==> src/rtl/zq_seq_pkg.sv <==
package zq_seq_pkg;

  typedef enum logic [2:0] {
    ZC_DESEL    = 3'd0,
    ZC_BANK_OFF = 3'd1,
    ZC_WR       = 3'd2,
    ZC_WR_CONT  = 3'd3,
    ZC_RD       = 3'd4,
    ZC_RD_CONT  = 3'd5,
    ZC_SPARE6   = 3'd6,
    ZC_SPARE7   = 3'd7
  } zq_cmd_e;

  // True when the command keeps the data drivers active in the next cycle.
  function automatic logic zq_cmd_drives(input logic [2:0] cmd);
    return (cmd == ZC_RD) || (cmd == ZC_RD_CONT);
  endfunction

endpackage

==> src/rtl/zq_window.sv <==
module zq_window
  import zq_seq_pkg::*;
(
  input  logic       clk,
  input  logic       rst_n,
  input  logic [2:0] cmd_i,
  input  logic       drv_idle_i,
  output logic       open_o
);

  logic quiet_q;
  logic quiet_d;

  always_comb begin
    quiet_d = !zq_cmd_drives(cmd_i);
  end

  always_ff @(posedge clk or negedge rst_n) begin
    if (!rst_n) quiet_q <= 1'b0;
    else        quiet_q <= quiet_d;
  end

  assign open_o = quiet_q & drv_idle_i;

  // a read-type command keeps the next cycle closed
  a_r3_read_blocks: assert property (@(posedge clk) disable iff (!rst_n)
    (cmd_i == 3'd4 || cmd_i == 3'd5) |=> !open_o);

  // without the idle indication there is no window
  a_r4_idle_gate: assert property (@(posedge clk) disable iff (!rst_n)
    !drv_idle_i |-> !open_o);

endmodule

==> src/rtl/zq_code.sv <==
module zq_code #(
  parameter int CODE_W   = 5,
  parameter int CODE_MIN = 2,
  parameter int CODE_MAX = 29
) (
  input  logic              clk,
  input  logic              rst_n,
  input  logic              upd_i,
  input  logic              up_i,
  output logic [CODE_W-1:0] code_o
);

  localparam logic [CODE_W-1:0] CMIN = CODE_W'(CODE_MIN);
  localparam logic [CODE_W-1:0] CMAX = CODE_W'(CODE_MAX);
  localparam logic [CODE_W-1:0] CMID = CODE_W'((CODE_MIN + CODE_MAX) / 2);

  logic [CODE_W-1:0] code_q;
  logic [CODE_W-1:0] code_d;
  logic              code_en;

  always_comb begin
    code_en = 1'b0;
    code_d  = code_q;
    if (upd_i) begin
      if (up_i && code_q < CMAX) begin
        code_en = 1'b1;
        code_d  = code_q + 1'b1;
      end else if (!up_i && code_q > CMIN) begin
        code_en = 1'b1;
        code_d  = code_q - 1'b1;
      end
    end
  end

  always_ff @(posedge clk or negedge rst_n) begin
    if (!rst_n)       code_q <= CMID;
    else if (code_en) code_q <= code_d;
  end

  assign code_o = code_q;

  // code frozen outside update windows
  a_r4_hold: assert property (@(posedge clk) disable iff (!rst_n)
    !upd_i |=> $stable(code_q));

  // code stays inside its strength limits
  a_r6_range: assert property (@(posedge clk) disable iff (!rst_n)
    (code_q >= CMIN) && (code_q <= CMAX));

  // a window never moves the code against the comparator
  a_r5_direction: assert property (@(posedge clk) disable iff (!rst_n)
    (upd_i && up_i) |=> code_q >= $past(code_q));

endmodule

==> src/rtl/zq_settle.sv <==
module zq_settle #(
  parameter int SETTLE_CYC = 8192
) (
  input  logic clk,
  input  logic rst_n,
  input  logic upd_i,
  output logic valid_o
);

  localparam int CNT_W = $clog2(SETTLE_CYC + 1);
  localparam logic [CNT_W-1:0] CNT_END = CNT_W'(SETTLE_CYC);

  logic [CNT_W-1:0] cnt_q;
  logic [CNT_W-1:0] cnt_d;
  logic             cnt_en;
  logic             done;
  logic             valid_q;
  logic             valid_set;

  always_comb begin
    done      = (cnt_q == CNT_END);
    cnt_en    = !done;
    cnt_d     = cnt_q + 1'b1;
    valid_set = done && upd_i;
  end

  always_ff @(posedge clk or negedge rst_n) begin
    if (!rst_n)      cnt_q <= '0;
    else if (cnt_en) cnt_q <= cnt_d;
  end

  always_ff @(posedge clk or negedge rst_n) begin
    if (!rst_n)         valid_q <= 1'b0;
    else if (valid_set) valid_q <= 1'b1;
  end

  assign valid_o = valid_q;

  // valid only once the settle count has completed
  a_r7_after_settle: assert property (@(posedge clk) disable iff (!rst_n)
    valid_q |-> done);

  // valid is sticky
  a_r7_sticky: assert property (@(posedge clk) disable iff (!rst_n)
    valid_q |=> valid_q);

endmodule

==> src/rtl/zq_stale.sv <==
module zq_stale #(
  parameter int STALE_LIMIT = 1024
) (
  input  logic clk,
  input  logic rst_n,
  input  logic upd_i,
  output logic stale_o
);

  localparam int SW = $clog2(STALE_LIMIT + 1);
  localparam logic [SW-1:0] LIM = SW'(STALE_LIMIT);

  logic [SW-1:0] gap_q;
  logic [SW-1:0] gap_d;
  logic          gap_en;

  always_comb begin
    gap_en = 1'b0;
    gap_d  = gap_q;
    if (upd_i) begin
      gap_en = 1'b1;
      gap_d  = '0;
    end else if (gap_q != LIM) begin
      gap_en = 1'b1;
      gap_d  = gap_q + 1'b1;
    end
  end

  always_ff @(posedge clk or negedge rst_n) begin
    if (!rst_n)      gap_q <= '0;
    else if (gap_en) gap_q <= gap_d;
  end

  assign stale_o = (gap_q == LIM);

  // an update clears the warning
  a_r8_clear: assert property (@(posedge clk) disable iff (!rst_n)
    upd_i |=> !stale_o);

  // the warning persists until an update arrives
  a_r8_persist: assert property (@(posedge clk) disable iff (!rst_n)
    (stale_o && !upd_i) |=> stale_o);

endmodule

==> src/rtl/zq_update_seq.sv <==
module zq_update_seq #(
  parameter int CODE_W      = 5,
  parameter int CODE_MIN    = 2,
  parameter int CODE_MAX    = 29,
  parameter int SETTLE_CYC  = 8192,
  parameter int STALE_LIMIT = 1024
) (
  input  logic              clk,
  input  logic              rst_n,
  input  logic [2:0]        cmd_i,
  input  logic              drv_idle_i,
  input  logic              cmp_up_i,
  output logic [CODE_W-1:0] code_o,
  output logic              cal_valid_o,
  output logic              stale_o
);

  logic upd;

  zq_window u_window (
    .clk        (clk),
    .rst_n      (rst_n),
    .cmd_i      (cmd_i),
    .drv_idle_i (drv_idle_i),
    .open_o     (upd)
  );

  zq_code #(
    .CODE_W   (CODE_W),
    .CODE_MIN (CODE_MIN),
    .CODE_MAX (CODE_MAX)
  ) u_code (
    .clk    (clk),
    .rst_n  (rst_n),
    .upd_i  (upd),
    .up_i   (cmp_up_i),
    .code_o (code_o)
  );

  zq_settle #(
    .SETTLE_CYC (SETTLE_CYC)
  ) u_settle (
    .clk     (clk),
    .rst_n   (rst_n),
    .upd_i   (upd),
    .valid_o (cal_valid_o)
  );

  zq_stale #(
    .STALE_LIMIT (STALE_LIMIT)
  ) u_stale (
    .clk     (clk),
    .rst_n   (rst_n),
    .upd_i   (upd),
    .stale_o (stale_o)
  );

  // the code can only move in a cycle that follows a non-read command
  a_r2_window_only: assert property (@(posedge clk) disable iff (!rst_n)
    (cmd_i == 3'd4 || cmd_i == 3'd5) |=> ##1 $stable(code_o));

endmodule

==> config.mk <==
export PLATFORM = sky130hd
export DESIGN_NAME = zq_update_seq
export DESIGN_NICKNAME = d
export VERILOG_FILES = /design/src/rtl/zq_seq_pkg.sv /design/src/rtl/zq_window.sv /design/src/rtl/zq_code.sv /design/src/rtl/zq_settle.sv /design/src/rtl/zq_stale.sv /design/src/rtl/zq_update_seq.sv
export SDC_FILE = /design/constraint.sdc
export NUM_CORES = 1
export LEC_CHECK = 0
export BUFFER_PORTS_ARGS = -buffer_cell sky130_fd_sc_hd__buf_2
export CORE_MARGIN = 10
export CORE_UTILIZATION = 54
export DETAILED_ROUTE_END_ITERATION = 16
export HOLD_SLACK_MARGIN = 0.15
export PLACE_DENSITY = 0.7
export SLEW_MARGIN = 30
export SYNTH_ARGS = -nofsm -noshare
export SYNTH_HDL_FRONTEND = slang
export SYNTH_SLANG_ARGS = --single-unit
==> constraint.sdc <==
create_clock -name clk -period 4.1 [get_ports clk]
set_clock_uncertainty 0.1 [all_clocks]
set_input_delay 0.82 -clock clk [delete_from_list [all_inputs] [get_ports clk]]
set_output_delay 0.82 -clock clk [all_outputs]
set_load 0.1 [all_outputs]
==> results.cfg, run 1 <==
[timing]
min_period_over_period_pct = 68.6
worstMarginPinSlew_ps = 676
setup_tns_ps = 0
final_hold_viol_count = 0
grt_setup_unrepaired = false
slew_violations = 0
slew_headroom_pct = 54.9
min_period_ps = 2810
setup_viol = 0
fmax_mhz = 356

[placement]
dp_hpwl_um = 2050
numPortBuffers = 12
dp_cells = 196
place_congestion = 0.904

[worst_setup_path]
slowest_delay_ps = 430
cp.buffers_inverters = 2
crit_arrival_ps = 1890
cp_max_fo = 5
end_kind = primary output
crit_family = simple AND/OR/NAND/NOR gates
crit_chain = nor4_1, nand4_1, inv_1, buf_2
cpMaxStageDelayCell = dfrtp_1
crit_required_ps = 3180
crit_type = reg -> out
start_kind = flip-flop

[clock_network]
htreeDepth = 2
post_cts.resized_instances = 0
cts_buffers = 5
cts.path.max_buffers = 2
insertion_delay_ps = 330
cts_hold_buf = 0
cts.clk_slew.worst_paths_ps = 90
postCtsSetupBuffers = 0
cts_tree = yes
clkSinkCount = 32
cts_root_buf = clkbuf_4

[finish]
area_growth_pct = 9.77
antenna_cells = 0
utilization_pct = 62.7
fin_nets = 185
drive_above_1_share_pct = 15.7
finalNonFillerCells = 203

[synth]
ys_seq_area_share_pct = 50.7
syn_nets = 168
ys_ff_latch = 32
synth_area_um2 = 1590
yosysTopAreaCell = dfrtp_1
yosys_most_used_dff = dfrtp_1
synth_top_area_share_pct = 44.1
yosysWarnings = 0
post_synth.cell_area_avg_um2 = 10.2
synthTopCellsByArea = dfrtp_1, xnor2_1, xor2_1
synth_cells = 155
synth_common_cells = dfrtp_1, nor2_1, nand2_1
yosysUniqueCellTypes = 34
synth_edf_count = 0
yosysMostFrequentCell = dfrtp_1
synthArstFlopShare_pct = 100

[routing]
first_pass_iters = 4
via_count = 1130
drt_iter0_markers = 69
vias_per_cell = 5.57
wl_per_cell_um = 13.8
wirelength_um = 2800
post-route-drc-count = 0
drtAntennaViolNets = 0

[job]
cap_violations = 0

[power_and_ir_drop]
power.density_nw_per_um2 = 570
p_leak_nw = 0.795
irDropWorstVdd_mv = 0.667

[die]
ios = 14
core_region_area_um2 = 2780
dieArea_um2 = 5510
die_h_um = 74.2
die_w_um = 74.2
start_util_pct = 57.1
rows = 19

[global_route]
grt_pass1_vias = 1177
grtUsageTotal_pct = 11.9
antenna_found_initial = 0
overflow = 0
grt_pass1_wl_um = 5180
grt_max_degree = 33

[outcome]
status = completed

[worst_hold_path]
hold_class = reg -> reg
where the power goes:
part | switching (mW) | internal, mW
clock network | 0.105 | 0.0971
logic | 0.277 | 0.0918
registers | 0.0585 | 0.365
metrics by stage:
stage	instance area (um2)	hold slack [ps]	total power [mW]	worst slack, ps
after global routing	1740	414	1.05	1120
after detailed placement	1680	357	0.799	1570
after floorplan	1590	352	0.735	1380
after CTS	1740	385	1.00	1290
after global placement	1680	358	0.788	1650
final	1740	375	0.994	1290
flip-flops by register name (all words and copies together), names as in the netlist:
| name | flops |
|---|---|
| u_code.code_o | 5 |
| u_settle.cnt_q | 14 |
| u_settle.valid_o | 1 |
| u_stale.gap_q | 11 |
| u_window.quiet_q | 1 |
cell usage in the layout (no fill, tap or decap):
cell type / instances
a21o_1: 1
nand4_1: 3
a21oi_1: 3
o211ai_1: 1
and2_1: 2
o2111ai_1: 1
nand2_1: 16
and3_1: 3
xnor2_1: 15
dfrtp_1: 28
a22oi_1: 1
nor2_1: 19
nor4b_1: 1
inv_1: 6
nand2_2: 1
ha_1: 6
nor4_1: 3
nand4_2: 1
o21bai_1: 2
or4_1: 1
and4_1: 1
dfstp_2: 4
o21ai_1: 1
mux2_2: 1
clkbuf_4: 5
o31ai_1: 1
clkbuf_8: 2
nand3_1: 10
a211oi_1: 1
o21ai_0: 4
nor3b_1: 1
nor3_2: 1
nand2b_1: 1
buf_2: 12
xor2_1: 13
area by class of cell:
class / instances / area (um2)
clock buffer: 7 / 65.1
inverter: 6 / 22.5
sequential: 32 / 806
tap: 31 / 38.8
fill: 245 / 1040
multi-input combinational: 115 / 751
timing repair buffer: 12 / 60.1
kinds of logic (layout without fill, tap and decap cells):
logic type | count (synthesis) | after routing | share of synthesized area [%]
fa+ha+maj | 6 | 6 | 4.73
compound gates | 16 | 16 | 6.38
mux | 1 | 1 | 0.709
buf+inv | 8 | 25 | 1.97
simple gates | 64 | 64 | 20.0
flops | 32 | 32 | 50.7
xor+xnor | 28 | 28 | 15.4
final timing paths:
kind	startpoint	to	cells after the start	slack, ps
max in group asynchronous	rst_n	u_settle.valid_o$_DFFE_PN0P_	1	3050
max	u_stale.gap_q[3]$_DFFE_PN0P_	stale_o	4	1290
min in group asynchronous	rst_n	u_stale.gap_q[7]$_DFFE_PN0P_	1	410
max reg2reg	u_code.code_o[1]$_DFFE_PN1P_	u_code.code_o[4]$_DFFE_PN0P_	9	1700
min	u_settle.valid_o$_DFFE_PN0P_	u_settle.valid_o$_DFFE_PN0P_	1	380
min reg2reg	u_settle.valid_o$_DFFE_PN0P_	u_settle.valid_o$_DFFE_PN0P_	1	380
per-layer routing:
metal	global-route usage, %	share of wire [%]	vias up
li1	-	-	557
met1	15.4	45	544
met2	17.3	47	22
met3	3.59	5.1	7
met4	6.50	2.1	0
met5	0	0	-
Power figures use the tool's default switching activity.
==> run 2: changes to the inputs <==
CORE_UTILIZATION = 52   (was 54)
PLACE_DENSITY = 0.71   (was 0.7)
clock period = 2.29 ns   (was 4.1 ns; I/O delays follow)
==> results.cfg, run 2 (synthesized netlist as in run 1, its figures left out) <==
[outcome]
status = completed

[finish]
utilization_pct = 64.7
area_growth_pct = 15.3
layout_commonest_cell = dfrtp_1
largest-register = u_settle.cnt_q
antenna_cells = 0
fin_nets = 189
finalNonFillerCells = 208
largest_register_ff_count = 14
final_cell_mix = dfrtp_1, nor2_1, nand2_1, xnor2_1, xor2_1
drive_above_1_share_pct = 19.8

[placement]
numPortBuffers = 12
place_congestion = 0.852
dp_cells = 197
dp_hpwl_um = 2080

[routing]
wl_per_cell_um = 13.7
first_pass_iters = 4
via_count = 1170
m1WireLength_um = 1270
wirelength_um = 2850
drt_iter0_markers = 89
top_layer_used = met4
vias_per_cell = 5.63
post-route-drc-count = 0
drtAntennaViolNets = 0
wl_met2_um = 1360
dr_wl_met3_um = 165

[die]
die_w_um = 75.3
die_h_um = 75.3
start_util_pct = 56.1
rows = 19
dieArea_um2 = 5660
core_region_area_um2 = 2830
ios = 14

[clock_network]
cts_tree = yes
cts_root_buf = clkbuf_4
clkSinkCount = 32
htreeDepth = 2
cts_buffers = 5
cts.clk_slew.worst_paths_ps = 100
insertion_delay_ps = 320
post_cts.resized_instances = 0
cts.path.max_buffers = 2

[worst_setup_path]
start_kind = flip-flop
crit_arrival_ps = 1640
reg2reg_from = u_code.code_o[0]$_DFFE_PN1P_
crit_required_ps = 1730
cp-startpoint = u_stale.gap_q[8]$_DFFE_PN0P_
cp_max_fo = 4
crit_type = reg -> out
end_kind = primary output

[global_route]
grtUsageTotal_pct = 11.5
overflow = 0
grt_pass1_vias = 1152
grt_max_degree = 33
grt_pass1_wl_um = 5080
antenna_found_initial = 0

[worst_hold_path]
min-delay-start = cmd_i[2]
hold_class = in -> reg

[job]
cap_violations = 0

[timing]
setup_viol = 0
slew_violations = 0
min_period_ps = 2200
slew_headroom_pct = 53.8
whs_ps = 225
grt_setup_unrepaired = false
fmax_mhz = 455
min_period_over_period_pct = 96.0
worstMarginPinSlew_ps = 693
final_hold_viol_count = 0

[power_and_ir_drop]
p_leak_nw = 0.811
irDropWorstVdd_mv = 0.360
power.density_nw_per_um2 = 997
## run 2: path summary, 6_finish.rpt
path / end / cells after the start / slack, ps
setup / recovery: stale_o / 4 / 90
hold / removal: u_window.quiet_q$_DFF_PN0_ / 2 / 230
setup reg to reg: u_code.code_o[4]$_DFFE_PN0P_ / 8 / 130
hold reg to reg: u_settle.valid_o$_DFFE_PN0P_ / 1 / 390
max in group asynchronous: u_code.code_o[4]$_DFFE_PN0P_ / 2 / 1000
min in group asynchronous: u_settle.cnt_q[0]$_DFFE_PN0P_ / 2 / 610
## run 2: layer usage
metal  up-vias  track usage [%]
met2        32             18.6
li1        567                -
met4         0             6.80
met5         -                0
met3         6             3.29
met1       565             13.4
## run 2: area by class of cell
class	count	area, um2
multi-input cells	115	781
well taps	31	38.8
fillers	234	998
repair buffers	16	108
clock buffers	8	58.8
inverters	6	22.5
flip-flops and latches	32	822
## run 2: timing repair
item | CTS | global route
hold buffers | 1 | 0
buffers inserted | 0 | 2
endpoints found under the setup margin | 0 | 1
endpoints found under the hold margin | 28 | 0
## run 2: worst max-delay path, stage by stage, from the launching register on
cell	delay, ps
dfrtp_1	430
nor4_1	350
nand4_1	220
inv_1	150
buf_12	180
## run 2: power by group
group / switching (mW) / internal, mW / leakage, nW
Clock: 0.176 / 0.151 / 0.0326
Sequential: 0.130 / 0.681 / 0.410
Combinational: 0.502 / 0.185 / 0.368
## run 2: through the flow
stage	TNS, ps	worst slack [ps]	power (mW)	instance area, um2
finish	0	92.3	1.82	1830
global route	0	22.5	1.93	1830
CTS	0	0.765	1.85	1820
detailed placement	0	134	1.51	1750
global placement	0	215	1.49	1750
floorplan	-34.6	-34.6	1.40	1640
